[src/rtl/abaud_pkg.sv]
package abaud_pkg;

    localparam int SYNC_LOW_BITS = 7;
    localparam int OVERSAMPLE    = 16;
    localparam int LOW_SCALE     = SYNC_LOW_BITS * OVERSAMPLE;

    localparam logic [7:0] ACK_HEAD = 8'hBF;
    localparam logic [7:0] ACK_TAIL = 8'h00;

    typedef enum logic [1:0] {
        PH_DETECT,
        PH_ACK,
        PH_STREAM
    } phase_e;

    typedef enum logic [1:0] {
        M_ARM,
        M_IDLE,
        M_COUNT
    } meas_e;

    typedef enum logic [1:0] {
        RX_IDLE,
        RX_START,
        RX_DATA,
        RX_STOP
    } rx_e;

    typedef struct packed {
        logic [9:0] bits;
        logic [3:0] pos;
        logic [1:0] idx;
    } tx_frame_s;

    function automatic logic [7:0] ack_byte(input logic [1:0] idx, input logic [15:0] d);
        case (idx)
            2'd0:    return ACK_HEAD;
            2'd1:    return d[7:0];
            2'd2:    return d[15:8];
            default: return ACK_TAIL;
        endcase
    endfunction

    function automatic logic [9:0] frame_of(input logic [7:0] b);
        return {1'b1, b, 1'b0};
    endfunction

endpackage

[src/rtl/abaud_tick.sv]
module abaud_tick #(
    parameter int W = 16
) (
    input  logic         clk,
    input  logic         rst,
    input  logic         clr,
    input  logic [W-1:0] period,
    output logic         tick
);
    logic [W-1:0] cnt_q;

    assign tick = !clr && (cnt_q == period - W'(1));

    always_ff @(posedge clk) begin
        if (rst || clr) begin
            cnt_q <= '0;
        end else if (tick) begin
            cnt_q <= '0;
        end else begin
            cnt_q <= cnt_q + W'(1);
        end
    end
endmodule

[src/rtl/abaud_measure.sv]
module abaud_measure
    import abaud_pkg::*;
#(
    parameter int DIV_W   = 16,
    parameter int CNT_W   = DIV_W + 7,
    parameter int MIN_LOW = 224
) (
    input  logic             clk,
    input  logic             rst,
    input  logic             en,
    input  logic             line,
    output logic             found,
    output logic [DIV_W-1:0] div_val
);
    meas_e            st_q;
    logic [CNT_W-1:0] cnt_q;

    always_comb begin
        found   = en && (st_q == M_COUNT) && line && (cnt_q >= CNT_W'(MIN_LOW));
        div_val = DIV_W'(cnt_q / CNT_W'(LOW_SCALE));
    end

    always_ff @(posedge clk) begin
        if (rst || !en) begin
            st_q  <= M_ARM;
            cnt_q <= '0;
        end else begin
            case (st_q)
                M_ARM: begin
                    if (line) st_q <= M_IDLE;
                end
                M_IDLE: begin
                    if (!line) begin
                        st_q  <= M_COUNT;
                        cnt_q <= CNT_W'(1);
                    end
                end
                M_COUNT: begin
                    if (line) begin
                        st_q <= M_IDLE;
                    end else if (cnt_q != '1) begin
                        cnt_q <= cnt_q + CNT_W'(1);
                    end
                end
                default: st_q <= M_ARM;
            endcase
        end
    end
endmodule

[src/rtl/abaud_tx.sv]
module abaud_tx
    import abaud_pkg::*;
#(
    parameter int DIV_W = 16
) (
    input  logic             clk,
    input  logic             rst,
    input  logic             go,
    input  logic [DIV_W-1:0] div,
    output logic             txd,
    output logic             done
);
    localparam int BW = DIV_W + 4;

    logic [BW-1:0] bit_len;
    logic [BW-1:0] timer_q;
    logic [15:0]   div16;
    tx_frame_s     fr_q;
    logic          busy_q;

    assign bit_len = {div, 4'b0000};
    assign div16   = 16'(div);
    assign txd     = busy_q ? fr_q.bits[0] : 1'b1;

    always_ff @(posedge clk) begin
        if (rst) begin
            busy_q  <= 1'b0;
            done    <= 1'b0;
            timer_q <= '0;
            fr_q    <= '0;
        end else begin
            done <= 1'b0;
            if (go) begin
                busy_q    <= 1'b1;
                timer_q   <= '0;
                fr_q.idx  <= 2'd0;
                fr_q.pos  <= 4'd0;
                fr_q.bits <= frame_of(ack_byte(2'd0, div16));
            end else if (busy_q) begin
                if (timer_q == bit_len - BW'(1)) begin
                    timer_q <= '0;
                    if (fr_q.pos == 4'd9) begin
                        if (fr_q.idx == 2'd3) begin
                            busy_q <= 1'b0;
                            done   <= 1'b1;
                        end else begin
                            fr_q.idx  <= fr_q.idx + 2'd1;
                            fr_q.pos  <= 4'd0;
                            fr_q.bits <= frame_of(ack_byte(fr_q.idx + 2'd1, div16));
                        end
                    end else begin
                        fr_q.pos  <= fr_q.pos + 4'd1;
                        fr_q.bits <= {1'b1, fr_q.bits[9:1]};
                    end
                end else begin
                    timer_q <= timer_q + BW'(1);
                end
            end
        end
    end
endmodule

[src/rtl/abaud_rx.sv]
module abaud_rx
    import abaud_pkg::*;
#(
    parameter int DIV_W = 16
) (
    input  logic             clk,
    input  logic             rst,
    input  logic             en,
    input  logic             line,
    input  logic [DIV_W-1:0] div,
    input  logic             ready,
    output logic [7:0]       data,
    output logic             valid,
    output logic             ferr
);
    rx_e        st_q;
    logic [3:0] sub_q;
    logic [2:0] nbit_q;
    logic [7:0] sh_q;
    logic       prev_q;
    logic       tick;

    abaud_tick #(.W(DIV_W)) u_tick (
        .clk    (clk),
        .rst    (rst),
        .clr    (st_q == RX_IDLE),
        .period (div),
        .tick   (tick)
    );

    always_ff @(posedge clk) begin
        if (rst || !en) begin
            st_q   <= RX_IDLE;
            sub_q  <= '0;
            nbit_q <= '0;
            sh_q   <= '0;
            prev_q <= 1'b1;
            data   <= '0;
            valid  <= 1'b0;
            ferr   <= 1'b0;
        end else begin
            prev_q <= line;
            ferr   <= 1'b0;
            if (valid && ready) valid <= 1'b0;
            case (st_q)
                RX_IDLE: begin
                    if (prev_q && !line) begin
                        st_q  <= RX_START;
                        sub_q <= '0;
                    end
                end
                RX_START: begin
                    if (tick) begin
                        if (sub_q == 4'd7) begin
                            sub_q  <= '0;
                            nbit_q <= '0;
                            st_q   <= line ? RX_IDLE : RX_DATA;
                        end else begin
                            sub_q <= sub_q + 4'd1;
                        end
                    end
                end
                RX_DATA: begin
                    if (tick) begin
                        if (sub_q == 4'd15) begin
                            sub_q <= '0;
                            sh_q  <= {line, sh_q[7:1]};
                            if (nbit_q == 3'd7) st_q <= RX_STOP;
                            else nbit_q <= nbit_q + 3'd1;
                        end else begin
                            sub_q <= sub_q + 4'd1;
                        end
                    end
                end
                RX_STOP: begin
                    if (tick) begin
                        if (sub_q == 4'd15) begin
                            st_q <= RX_IDLE;
                            if (line) begin
                                if (!valid || ready) begin
                                    valid <= 1'b1;
                                    data  <= sh_q;
                                end
                            end else begin
                                ferr <= 1'b1;
                            end
                        end else begin
                            sub_q <= sub_q + 4'd1;
                        end
                    end
                end
                default: st_q <= RX_IDLE;
            endcase
        end
    end
endmodule

[src/rtl/abaud_boot_rx.sv]
module abaud_boot_rx
    import abaud_pkg::*;
#(
    parameter int DIV_W       = 16,
    parameter int MIN_LOW     = 224,
    parameter int SYNC_STAGES = 2
) (
    input  logic             clk,
    input  logic             rst,
    input  logic             rxd,
    input  logic             out_ready,
    output logic             txd,
    output logic             cts,
    output logic             locked,
    output logic [DIV_W-1:0] divisor,
    output logic [7:0]       out_data,
    output logic             out_valid,
    output logic             frame_err
);
    localparam int CNT_W = DIV_W + $clog2(LOW_SCALE);

    logic [SYNC_STAGES-1:0] sync_q;
    logic                   rxd_s;
    phase_e                 phase_q;
    logic [DIV_W-1:0]       div_q;
    logic                   go_q;
    logic                   found;
    logic [DIV_W-1:0]       meas_div;
    logic                   tx_done;

    generate
        for (genvar g = 0; g < SYNC_STAGES; g++) begin : g_sync
            always_ff @(posedge clk) begin
                if (rst) sync_q[g] <= 1'b1;
                else if (g == 0) sync_q[g] <= rxd;
                else sync_q[g] <= sync_q[(g == 0) ? 0 : g - 1];
            end
        end
    endgenerate

    assign rxd_s = sync_q[SYNC_STAGES-1];

    abaud_measure #(
        .DIV_W   (DIV_W),
        .CNT_W   (CNT_W),
        .MIN_LOW (MIN_LOW)
    ) u_measure (
        .clk     (clk),
        .rst     (rst),
        .en      (phase_q == PH_DETECT),
        .line    (rxd_s),
        .found   (found),
        .div_val (meas_div)
    );

    abaud_tx #(.DIV_W(DIV_W)) u_tx (
        .clk  (clk),
        .rst  (rst),
        .go   (go_q),
        .div  (div_q),
        .txd  (txd),
        .done (tx_done)
    );

    abaud_rx #(.DIV_W(DIV_W)) u_rx (
        .clk   (clk),
        .rst   (rst),
        .en    (phase_q == PH_STREAM),
        .line  (rxd_s),
        .div   (div_q),
        .ready (out_ready),
        .data  (out_data),
        .valid (out_valid),
        .ferr  (frame_err)
    );

    always_ff @(posedge clk) begin
        if (rst) begin
            phase_q <= PH_DETECT;
            div_q   <= '0;
            go_q    <= 1'b0;
        end else begin
            go_q <= 1'b0;
            case (phase_q)
                PH_DETECT: begin
                    if (found) begin
                        div_q   <= meas_div;
                        phase_q <= PH_ACK;
                        go_q    <= 1'b1;
                    end
                end
                PH_ACK: begin
                    if (tx_done) phase_q <= PH_STREAM;
                end
                default: phase_q <= PH_STREAM;
            endcase
        end
    end

    assign locked  = (phase_q != PH_DETECT);
    assign divisor = div_q;
    assign cts     = (phase_q == PH_DETECT) || ((phase_q == PH_STREAM) && out_ready);

endmodule

[config.mk]
export PLATFORM = sky130hd
export DESIGN_NAME = abaud_boot_rx
export DESIGN_NICKNAME = d
export VERILOG_FILES = /design/src/rtl/abaud_pkg.sv /design/src/rtl/abaud_tick.sv /design/src/rtl/abaud_measure.sv /design/src/rtl/abaud_tx.sv /design/src/rtl/abaud_rx.sv /design/src/rtl/abaud_boot_rx.sv
export SDC_FILE = /design/constraint.sdc
export NUM_CORES = 1
export LEC_CHECK = 0
export CAP_MARGIN = 0
export CORE_MARGIN = 1
export CORE_UTILIZATION = 35
export CTS_CLUSTER_SIZE = 24
export DETAILED_ROUTE_END_ITERATION = 6
export GPL_ROUTABILITY_DRIVEN = 0
export SETUP_SLACK_MARGIN = 0.02
export SYNTH_ARGS = -nofsm -noshare
export SYNTH_HDL_FRONTEND = slang
export SYNTH_HIERARCHICAL = 1
export SYNTH_SLANG_ARGS = --single-unit
[constraint.sdc]
create_clock -name clk -period 5.5 [get_ports clk]
set_clock_uncertainty 0.15 [all_clocks]
set_input_delay 0.825 -clock clk [delete_from_list [all_inputs] [get_ports clk]]
set_output_delay 0.825 -clock clk [all_outputs]
set_load 0.03 [all_outputs]
### Word level (Yosys, flattened, before mapping)

Cells that the tools add are included.

| word-level totals | value |
|---|---|
| flip-flop bits (word level) | 128 |
| input port bits | 4 |
| output and inout bits | 29 |
| word-level logic and storage cells | 178 |

| operators by class | value |
|---|---|
| add/sub/neg operators | 9 |
| div/mod/pow operators | 1 |
| magnitude comparators | 1 |
| equal/unequal tests | 35 |
| muxes and demuxes | 57 |
| bitwise logic cells | 8 |
| reductions and logical operators | 44 |

Operator list:

| cell | number |
|---|---|
| 23-bit two-way mux | 3 |
| 16-bit two-way mux | 4 |
| 23-bit case mux with 2 select lines | 1 |
| 2-bit two-way mux | 14 |
| 4-bit two-way mux | 7 |
| 8-bit case mux with 3 select lines | 1 |
| 23-bit by 1-bit adder with 23-bit output (second input constant) | 1 |
| 23-bit by 7-bit divider with 23-bit output (second input constant) | 1 |
| 23-bit by 8-bit >= comparator with 1-bit output (second input constant) | 1 |
| 23-bit inequality test (second input constant) | 1 |
| 20-bit by 1-bit adder with 20-bit output (second input constant) | 1 |
| 20-bit == test | 1 |
| 20-bit two-way mux | 1 |
| 2-bit by 1-bit inequality test with 1-bit output (second input constant) | 10 |
| 20-bit by 1-bit subtractor with 20-bit output (second input constant) | 1 |
| 16-bit by 1-bit adder with 16-bit output (second input constant) | 1 |
| 16-bit == test | 1 |
| 4-bit case mux with 4 select lines | 1 |
| 16-bit by 1-bit subtractor with 16-bit output (second input constant) | 1 |
| 1-bit two-way mux | 15 |
| 3-bit two-way mux | 5 |
| 14-bit two-way mux | 1 |
| 2-bit inequality test (second input constant) | 7 |
| 2-bit == test (second input constant) | 6 |
| other kinds (26) | 69 |

### Depth between registers and ports, before layout

Gate-level depths: netlist of run 1.

| depth | value |
|---|---|
| word-level depth | 8 |
| gate-level depth with buffers | 24 |
| depth with buffers taken out | 21 |

### Hierarchy

The synthesis of run 1 kept the hierarchy.

Modules (own cells, without submodules):

| module | instances | cells each | area an instance (um^2) | sequential area each (um^2) |
|---|---|---|---|---|
| abaud_measure | 1 | 431 | 3134.3 | 500.5 |
| abaud_tx | 1 | 331 | 2633.8 | 760.7 |
| abaud_tick | 1 | 185 | 1452.6 | 320.3 |
| abaud_rx | 1 | 144 | 1260.0 | 560.5 |
| abaud_boot_rx | 1 | 89 | 915.9 | 420.4 |

### Least setup slack after synthesis of run 1

No wires, ideal clock.

| path | value |
|---|---|
| path kind | register -> register |
| start point | register u_measure.cnt_q[21] |
| end point | register div_q[1] (netlist: divisor[1]) |
| arrival | 4.639 ns |
| required time | 5.278 ns |
| slack | 0.639 ns |
| stages on the path, launching flop included | 21 |
| cell sequence | dfxtp_1 a211o_1 and3b_4 o311ai_2 o211a_1 o221a_2 nand2b_1 a311oi_1 o21ai_1 a2111oi_2 o31ai_2 a21boi_1 o32ai_2 a21boi_1 nor3_1 o21ba_1 o21a_1 maj3_2 a21oi_1 nand2b_1 mux2i_1 |

RTL lines:

| element | line | text |
|---|---|---|
| from (decl) | abaud_measure.sv:16 | `logic [CNT_W-1:0] cnt_q;` |
| from (signal assigned) | abaud_measure.sv:42 | `cnt_q <= cnt_q + CNT_W'(1);` |
| 23-bit by 7-bit divider with 23-bit output | abaud_measure.sv:20 | `div_val = DIV_W'(cnt_q / CNT_W'(LOW_SCALE));` |
| net meas_div[1] | abaud_boot_rx.sv:28 | `logic [DIV_W-1:0] meas_div;` |
| to (signal assigned) | abaud_boot_rx.sv:87 | `div_q <= meas_div;` |
| to (decl) | abaud_boot_rx.sv:25 | `logic [DIV_W-1:0] div_q;` |

The timed path passes the listed nets, and every way through them passes these cells.
A chain may end at the register's enable or synchronous reset.

### Final worst setup path of run 1

| path | value |
|---|---|
| start point | register u_measure.cnt_q[21] |
| end point | register div_q[0] (netlist: divisor[0]) |

Same word-level chain as after synthesis.

==> results by stage, run 1 <==
Hold path:
- The startpoint identified for the worst hold timing path is sync_q[0].
- For hold timing, the worst endpoint is rxd_s.
- Along the worst hold path, the cell count comes to 1.
- The class of the worst hold path is reg2reg.

Synthesis:
- The post-synthesis adder-cell area fraction is under 10%.
- Synthesis produced about 1200 cells.
- In this run, synthesis produced a sequential element count of 128.
- In the synthesized netlist the dominant register cell turns out to be sky130_fd_sc_hd__dfxtp_1.
- The main combinational cell family by area after synthesis is simple AND/OR/NAND/NOR gates.
- Summed over all instances, the cell type with the most area after synthesis is sky130_fd_sc_hd__dfxtp_1.
- The summed instance area of the synthesized netlist is between 9000 and 10000 um^2.
- After synthesis, the most frequently instantiated cells are 128 x sky130_fd_sc_hd__dfxtp_1, 105 x sky130_fd_sc_hd__nor2_1, 103 x sky130_fd_sc_hd__nand2_1.
- The mean post-synth cell area is ~8 um^2.
- The distinct cell type count of the synthesized netlist is 113.
- The basic-gate share of the synthesized area counting and, or, nand and nor cells is 30.47%.
- The post-synthesis compound-gate area fraction is 22.44%.
- The register area share after synthesis is 27.27%.
- The area share of the leading cell type in the synthesized netlist is 27.27%.
- Synthesis produced a netlist with a net count of 1197.
- The number of enable-type register cells in the synthesized netlist is 0.
- Among all cell types in the netlist, the one instantiated most often is sky130_fd_sc_hd__dfxtp_1.
- The share of synthesized registers carrying an async set or reset is 0%.
- The Yosys step of the flow raised 6 warnings.
- Of the total synthesized cell area, the portion taken by XOR and XNOR cells is 8.762%.
- Yosys attributes the largest share of cell area to sky130_fd_sc_hd__dfxtp_1 27%, sky130_fd_sc_hd__xnor2_1 6.0%, sky130_fd_sc_hd__nor2_1 4.2%.
- The multiplexer share of the synthesized area is under 10%.

Drt:
- The violation count after the first detailed-routing iteration is approximately 630.
- The detailed-route via count is a little under 9000.
- The mean routed wirelength per cell is ~16 um.
- After detailed routing, the total wire length is between 20000 and 25000 um.
- Dividing the detail-routed via count by the number of cells gives 5.646.
- For this run, the detailed router's first-pass iteration total came to 7.
- The detail route stage leaves a number of antenna-violating nets equal to 0.
- In the routed design, unresolved DRC markers number 4.

Critical path:
- The worst setup path is of the reg2reg kind.
- STA classifies the critical path endpoint as a flip-flop.
- Setup slack on the worst reg-to-reg path comes out at about 0.13 ns.
- The worst register-to-register path begins at u_measure/cnt_q[21].
- STA puts the critical path data required time at between 5 and 6 ns.
- The arrival time at the worst endpoint is roughly 5.5 ns.
- The endpoint identified for the worst register-to-register timing path is divisor[0].
- Of all nets on the critical path, the largest fanout is 8.
- STA classifies the critical path startpoint as a flip-flop.
- The number of cell instances on the worst register-to-register path is 23.

Power and ir drop:
- Summed over all nets, the switching power comes to between 0.4 and 0.5 mW.
- The overall power after layout is ~2.2 mW.
- The net switching fraction of the power is a little over a fifth.
- The largest voltage drop on the vdd net is ~0.22 mV.
- The leakage power is approximately 3.8 nW.
- Sequential cells burn a little over two fifths of the power.
- The clock network burns 57.3% of the power.
- Combinational logic burns around 1.2% of the power.
- The power per unit of standard cell area is ~200 nW/um^2.
- The internal power component is 1.747 mW.

STA:
- The slew at the pin closest to its max-slew limit is approximately 1.2 ns.
- In this run the tightest slew margin relative to its limit is 20.96%.
- The total count of hold-check failures in the final report is 0.
- The final critical path takes up a little over nine tenths of the cycle.
- The number of pins with negative max-slew slack in the final report is 0.
- After layout, the minimum clock period comes to between 5 and 6 ns.
- The number of setup violations in the final report is 0.
- The post-route setup TNS is 0 ns.
- Setup repair after global routing could not meet its margin everywhere.
- The highest achievable clock rate is between 0.15 and 0.2 GHz.

GRT:
- The layer flagged by global routing as most heavily used is met2.
- The met1 capacity usage during global routing is a little under a quarter.
- The initial antenna violation count is 0.
- Summed over all layers, the global routing overflow is 0.
- The met2 capacity usage during global routing is between 20 and 30%.
- The met3 routing resource usage after global routing is under 10%.
- Entering global routing, the biggest net connects 32 pins.
- The via count of the first global-routing pass is ~7800.
- The global-route wire length before repair is roughly 39000 um.
- The total routing usage reported by global routing is between 15 and 20%.

Floorplan:
- The core region is between 20000 and 30000 um^2.
- The die covers 27510 um^2.
- Measured along the y axis, the die boundary spans approximately 170 um.
- The chip width is 165.9 um.
- The top-level I/O count is 33.
- The starting density of the core is around 36%.
- The total number of placement rows is 59.

Clock network:
- Counting the buffers created by CTS gives 17.
- The clock net in this run drives a total of approximately 130 sinks.
- The cell at the root of the clock tree is sky130_fd_sc_hd__clkbuf_16.
- The largest buffer count on any clock path is 2.
- The TritonCTS clock tree is yes.
- For the worst-skew pair, the clock arrives at the later sink with an insertion delay of around 0.43 ns.
- The maximum level of the CTS H-tree is 4.
- Clock-pin slew was measured on the worst setup and hold paths at about 0.060 ns.

Final layout:
- The post-route cell area is around 11000 um^2.
- The final layout contains between 1000 and 1500 nets.
- The repair_antennas step left the layout with diodes totalling 0.
- The fraction of layout cells with a size suffix above 1 is 15.31%.
- The area growth from synthesis to layout is 17.63%.

Run status:
- The final reports fail on design-rule violations.
- The flow ran to the end, but the final reports show violations.

Place:
- During placement, the flow inserted port buffers numbering 32.
- The post-DP HPWL is 16550 um.
- The standard cell area after detailed placement is between 9000 and 10000 um^2.

Job:
- The number of maximum-capacitance violations is 0.
[how the worst max path moves through the flow]
stage                   startpoint    endpoint  slack, ns
4_1_cts        u_measure/cnt_q[21]  divisor[1]       0.06
2_1_floorplan  u_measure/cnt_q[21]  divisor[1]       0.64
3_5_place_dp   u_measure/cnt_q[22]  divisor[0]      -0.05
5_1_grt        u_measure/cnt_q[21]  divisor[0]      -0.15
6_report       u_measure/cnt_q[21]  divisor[0]       0.13
3_3_place_gp   u_measure/cnt_q[22]  divisor[0]       0.06
[flip-flops by register name, indices dropped and copies added, names as in the netlist, 2 cells and up, named ones only]
name / cells
divisor: 16
phase_q: 2
u_measure/cnt_q: 23
u_measure/st_q: 2
u_rx/data: 8
u_rx/nbit_q: 3
u_rx/sh_q: 8
u_rx/sub_q: 4
u_rx/u_tick/cnt_q: 16
u_tx/fr_q: 16
u_tx/timer_q: 20
[worst max-delay path, cell delays in order, from the launching register on]
cell                       delay, ns
sky130_fd_sc_hd__dfxtp_4        0.37
sky130_fd_sc_hd__a211o_1        0.35
sky130_fd_sc_hd__a31o_4         0.27
sky130_fd_sc_hd__o31ai_4        0.34
sky130_fd_sc_hd__o41ai_4        0.12
sky130_fd_sc_hd__a221oi_4       0.37
sky130_fd_sc_hd__nand2_2        0.18
sky130_fd_sc_hd__or4_4          0.45
sky130_fd_sc_hd__and4_4         0.22
sky130_fd_sc_hd__o211ai_1       0.10
sky130_fd_sc_hd__o211ai_1       0.12
sky130_fd_sc_hd__buf_4          0.18
sky130_fd_sc_hd__buf_6          0.11
sky130_fd_sc_hd__a21o_1         0.20
sky130_fd_sc_hd__o21ai_4        0.27
sky130_fd_sc_hd__nand2_2        0.11
sky130_fd_sc_hd__o32ai_4        0.29
sky130_fd_sc_hd__inv_2          0.11
sky130_fd_sc_hd__o211ai_1       0.23
sky130_fd_sc_hd__o22ai_1        0.12
sky130_fd_sc_hd__o311ai_1       0.28
sky130_fd_sc_hd__nand4_1        0.12
sky130_fd_sc_hd__nand2b_1       0.08
sky130_fd_sc_hd__mux2i_1        0.06
[cell type report]
cell class | count | area (um^2)
clock buffer | 17 | 425.4
clock inverter | 15 | 230.2
fill | 2564 | 15150
inverter | 28 | 105.1
multi-input combinational | 952 | 6629
sequential | 128 | 2580
tap | 335 | 419.2
timing repair buffer | 75 | 664.4
[routing by layer]
metal / up-vias / routed length [um]
met5: - / 0
met1: 4173 / 11710
met4: 0 / 282
li1: 4361 / -
met3: 28 / 995
met2: 190 / 11460
[per-stage QoR]
stage | worst slack, ns | hold slack, ns | utilization [%] | std cells
3_3_place_gp | 0.06018 | 0.2437 | 37.96 | 1502
3_5_place_dp | -0.04654 | 0.2532 | 37.96 | 1502
4_1_cts | 0.05872 | 0.2659 | 40.52 | 1534
6_report | 0.1279 | 0.2612 | 42.18 | 1550
2_1_floorplan | 0.6393 | 0.2395 | - | 1180
5_1_grt | -0.1478 | 0.2701 | 42.18 | 1550
[power by group through the flow]
stage          logic (mW)  clock network (mW)  registers [mW]
2_1_floorplan      0.0208                   0           0.951
3_3_place_gp       0.0262                   0           0.951
3_5_place_dp       0.0264                   0           0.951
4_1_cts            0.0265                1.30           0.930
5_1_grt            0.0293                1.34           0.928
6_report           0.0261                1.28           0.929
[cells by family after synthesis]
logic type      after synthesis
simple gates                527
flops                       128
fa+ha+maj                    14
buf+inv                     100
compound gates              281
xor+xnor                     94
mux                          36
[placed cells by master (no fill, tap or decap), types with 12 or more instances in the layout]
master,count
sky130_fd_sc_hd__o211ai_1,17
sky130_fd_sc_hd__clkbuf_16,17
sky130_fd_sc_hd__xnor2_1,64
sky130_fd_sc_hd__buf_4,38
sky130_fd_sc_hd__o21ai_0,26
sky130_fd_sc_hd__nand3_1,47
sky130_fd_sc_hd__and2_1,14
sky130_fd_sc_hd__nor4_1,15
sky130_fd_sc_hd__nor2_1,104
sky130_fd_sc_hd__a31oi_1,12
sky130_fd_sc_hd__clkdlybuf4s50_1,32
sky130_fd_sc_hd__or3_1,18
sky130_fd_sc_hd__and3_1,16
sky130_fd_sc_hd__mux2i_1,33
sky130_fd_sc_hd__nand4_1,29
sky130_fd_sc_hd__inv_1,25
sky130_fd_sc_hd__ha_1,13
sky130_fd_sc_hd__xor2_1,28
sky130_fd_sc_hd__nand2_1,102
sky130_fd_sc_hd__a211oi_1,15
sky130_fd_sc_hd__dfxtp_1,122
sky130_fd_sc_hd__nor2b_1,12
sky130_fd_sc_hd__a21oi_1,58
sky130_fd_sc_hd__nor3_1,42
sky130_fd_sc_hd__o21ai_1,18
sky130_fd_sc_hd__nand2b_1,53
[what timing repair did]
| item | CTS | global route |
|---|---|---|
| endpoints found under the setup margin | 2 | 3 |
| resized for setup | 6 | 59 |
| setup buffers | 0 | 16 |
| hold buffers | 0 | 0 |
| pin swaps | 0 | 29 |
| cloned | 0 | 0 |
Power figures use the tool's default switching activity.
==> run 2, diff against run 1 <==
SLEW_MARGIN = 20   (was not set)
==> results by stage, run 2 (synthesized netlist as in run 1, its figures left out) <==
Critical path:
- The required time of the critical path is 5.62 ns (about the same).
- The class of the most critical setup path is reg2reg.
- The end of the critical path is divisor[0].
- The signal on the critical path passes through a211o_1, a31o_4, o31ai_4, o41ai_4, a221oi_4, nand2_2, or4_4, and4_4, o211ai_1, o211ai_1, buf_4, buf_6, a21o_1, o21ai_4, nand2_2, o32ai_4, inv_2, o211ai_1, o22ai_1, o311ai_1, nand4_1, nand2b_1, mux2i_1.
- The worst register-to-register path ends at divisor[0].
- The launching element of the worst setup path is u_measure/cnt_q[21].
- The internal reg-to-reg setup slack was 0.14 ns (+0.02 ns).
- The startpoint identified for the worst register-to-register timing path is u_measure/cnt_q[21].
- For this design, the slowest cell found on the critical path is sky130_fd_sc_hd__or4_4.
- The largest incremental delay on the critical path came to 0.45 ns (about the same).
- Among the stages of the critical path, the cell type that occurs most often is sky130_fd_sc_hd__o211ai_1.
- The arrival time at the worst endpoint is 5.48 ns (about the same).
- STA classifies the critical path startpoint as a flip-flop.
- The category of the worst setup path capture point is a flip-flop.
- The number of cell instances on the worst register-to-register path is 23 (unchanged).
- The largest driver fanout on the critical path is 8 (unchanged).

Final layout:
- The number of fillers in the final layout was 2567 (+0.12%).
- Compared with the post-synthesis result, the final layout area differs by 17.78%.
- The antenna diode count is 0 (unchanged).
- The number of flip-flops under the largest register name was 23 (unchanged).
- The net total in the final layout came to 1220 (+0.082%).
- The fraction of layout cells with a size suffix above 1 is 15.46% (+0.15 points).
- The final cell count without fillers is 1551 (+0.065%).
- The post-route cell area is 11070 um^2 (+0.12%).
- In the final layout, the registers with the most flip-flops are u_measure/cnt_q x23, u_tx/timer_q x20.
- The library cell used most frequently in the layout, excluding fill and tap cells, is sky130_fd_sc_hd__dfxtp_1.
- The register with the highest flop count is u_measure/cnt_q.
- The top cell types in the final layout, fill and taps aside, are 122 x sky130_fd_sc_hd__dfxtp_1, 103 x sky130_fd_sc_hd__nor2_1, 102 x sky130_fd_sc_hd__nand2_1.

STA:
- The worst slew slack as a fraction of its limit is 28.32% (+7.4 points).
- The worst hold margin was 0.2612 ns (+0.00001100 ns).
- The slew at the pin closest to its max-slew limit is 1.074 ns (-0.1028 ns).
- The total count of hold-check failures in the final report was 0 (unchanged).
- The number of setup violations in the final report is 0 (unchanged).
- The highest achievable clock rate is 0.1867 GHz (+0.30%).
- The number of pins with negative max-slew slack in the final report was 0 (unchanged).
- The post-route setup TNS is 0 ns (unchanged).
- Setup repair after global routing could not meet its margin everywhere.
- The time the final worst path needs with I/O delays and setup is 5.356 ns (-0.01582 ns).
- The final worst-path cycle share is 97.39% (-0.29 points).

GRT:
- The via count of the first global-routing pass is 7813 (unchanged).
- The aggregate global routing overflow is 0 (unchanged).
- The initial antenna violation count is 0 (unchanged).
- The total routing usage reported by global routing is 17.16% (unchanged).
- The largest net degree at the start of global routing is 32 (unchanged).
- The global-route wire length before repair is 39330 um (unchanged).

Clock network:
- The cell at the root of the clock tree is sky130_fd_sc_hd__clkbuf_16.
- The clock-pin slew reported for the worst setup and hold paths after clock tree synthesis was 0.06 ns (about the same).
- The insertion delay to the later sink of the worst-skew pair is 0.43 ns (about the same).
- The TritonCTS clock tree is yes.
- The number of clock sinks seen by CTS is 128 (unchanged).
- The maximum level of the CTS H-tree is 4 (unchanged).
- The largest buffer count on any clock path is 2 (unchanged).
- The number of buffers inserted during clock tree synthesis was 17 (unchanged).

Drt:
- The violation count after the first detailed-routing iteration is 638 (+0.95%).
- The mean routed wirelength per cell is 15.80 um (+0.14%).
- The number of antenna-violating nets in the routed design was 0 (unchanged).
- The detailed-route via count is 8747 (-0.057%).
- The final routed DRC violation total is 8 (+4).
- The length of the first detailed-routing pass in iterations is 7 (unchanged).
- The via density per instance is 5.640 (-0.12%).
- The detailed-route wire length is 24500 um (+0.20%).

Power and ir drop:
- The overall power after layout is 2.237 mW (+0.13%).
- The share of power burned in combinational logic was 1.2% (about the same).
- The net switching power of the design was 0.4897 mW (+0.62%).
- The leakage power is 3.827 nW (+0.15%).
- The largest voltage drop on the vdd net is 0.2200 mV (+0.59%).
- The clock network fraction of design power is 57.3% (about the same).
- The part of the power in registers is 41.5% (about the same).
- The power per unit of standard cell area came to 202.1 nW/um^2 (about the same).
- The internal power component is 1.747 mW (about the same).
- The net switching fraction of the power is 21.90% (+0.11 points).

Floorplan:
- The area of the core region came to 26210 um^2 (unchanged).
- The vertical extent of the die is 165.9 um (unchanged).
- The area of the die is 27510 um^2 (unchanged).
- The starting density of the core is 35.86% (unchanged).
- The total number of placement rows is 59 (unchanged).
- The top-level I/O count is 33 (unchanged).
- The chip width is 165.9 um (unchanged).

Run status:
- The checks that failed: design-rule violations.
- The run finished, with violations left.

Place:
- The post-placement cell count is 1502 (unchanged).
- The number of input and output port buffers inserted came to 32 (unchanged).
- The standard cell area after detailed placement was 9947 um^2 (unchanged).
- The post-DP HPWL was 16550 um (unchanged).

Hold path:
- The class of the worst hold path is reg2reg.

Job:
- The number of maximum-capacitance violations was 0 (unchanged).
==> run 2: cell types whose count changed in the layout (fill, tap and decap cells not counted), sizes merged <==
cell / delta
buf: +1
==> run 2: power groups by stage <==
stage               Combinational [mW]  Sequential [mW]  Clock, mW
floorplan                       0.0208            0.951          0
global placement                0.0262            0.951          0
detailed placement              0.0264            0.951          0
CTS                             0.0265            0.930       1.30
global route                    0.0293            0.928       1.34
finish                          0.0261            0.929       1.28
==> run 2: per-stage QoR <==
stage,util (%),setup WS [ns]
finish,42.23,0.1437
global route,42.23,-0.1479
CTS,40.52,0.05872
detailed placement,37.96,-0.04654
global placement,37.96,0.06018
floorplan,-,0.6393
==> run 2: worst min path at each step <==
stage	from	to	cells after the start
CTS	sync_q[0]	rxd_s	1
finish	sync_q[0]	rxd_s	1
detailed placement	sync_q[0]	rxd_s	1
global route	sync_q[0]	rxd_s	1
floorplan	sync_q[0]	rxd_s	1
global placement	sync_q[0]	rxd_s	1
==> run 2: repair_timing <==
item / CTS / global route
gates resized for setup: 6 / 59
buffers inserted: 0 / 16
pin swaps: 0 / 29
hold buffers: 0 / 0
setup endpoints to repair: 2 / 3
==> run 2: metal layers <==
metal | track usage [%] | part of all wire [%]
met5 | 0 | 0
met4 | 4.388 | 1.2
met3 | 2.836 | 4.3
met2 | 27.69 | 47
met1 | 23.66 | 48
==> run 2: worst max-delay path, delay by kind of cell (launching register included) <==
kind / cells / cell delay [ns]
muxes: 1 / 0.06
DFF: 1 / 0.37
and+or+nand+nor: 6 / 1.16
AOI/OAI and AO/OA: 13 / 3.05
buffers and inverters: 3 / 0.41
==> run 2: final cells by class <==
type | instances | area, um^2 | share of cell area [%]
Multi-Input combinational cell | 952 | 6631 | 59.92
Sequential cell | 128 | 2580 | 23.31
Timing Repair Buffer | 76 | 675.6 | 6.105
Clock buffer | 17 | 425.4 | 3.844
Tap cell | 335 | 419.2 | 3.787
Clock inverter | 15 | 230.2 | 2.080
Inverter | 28 | 105.1 | 0.9497
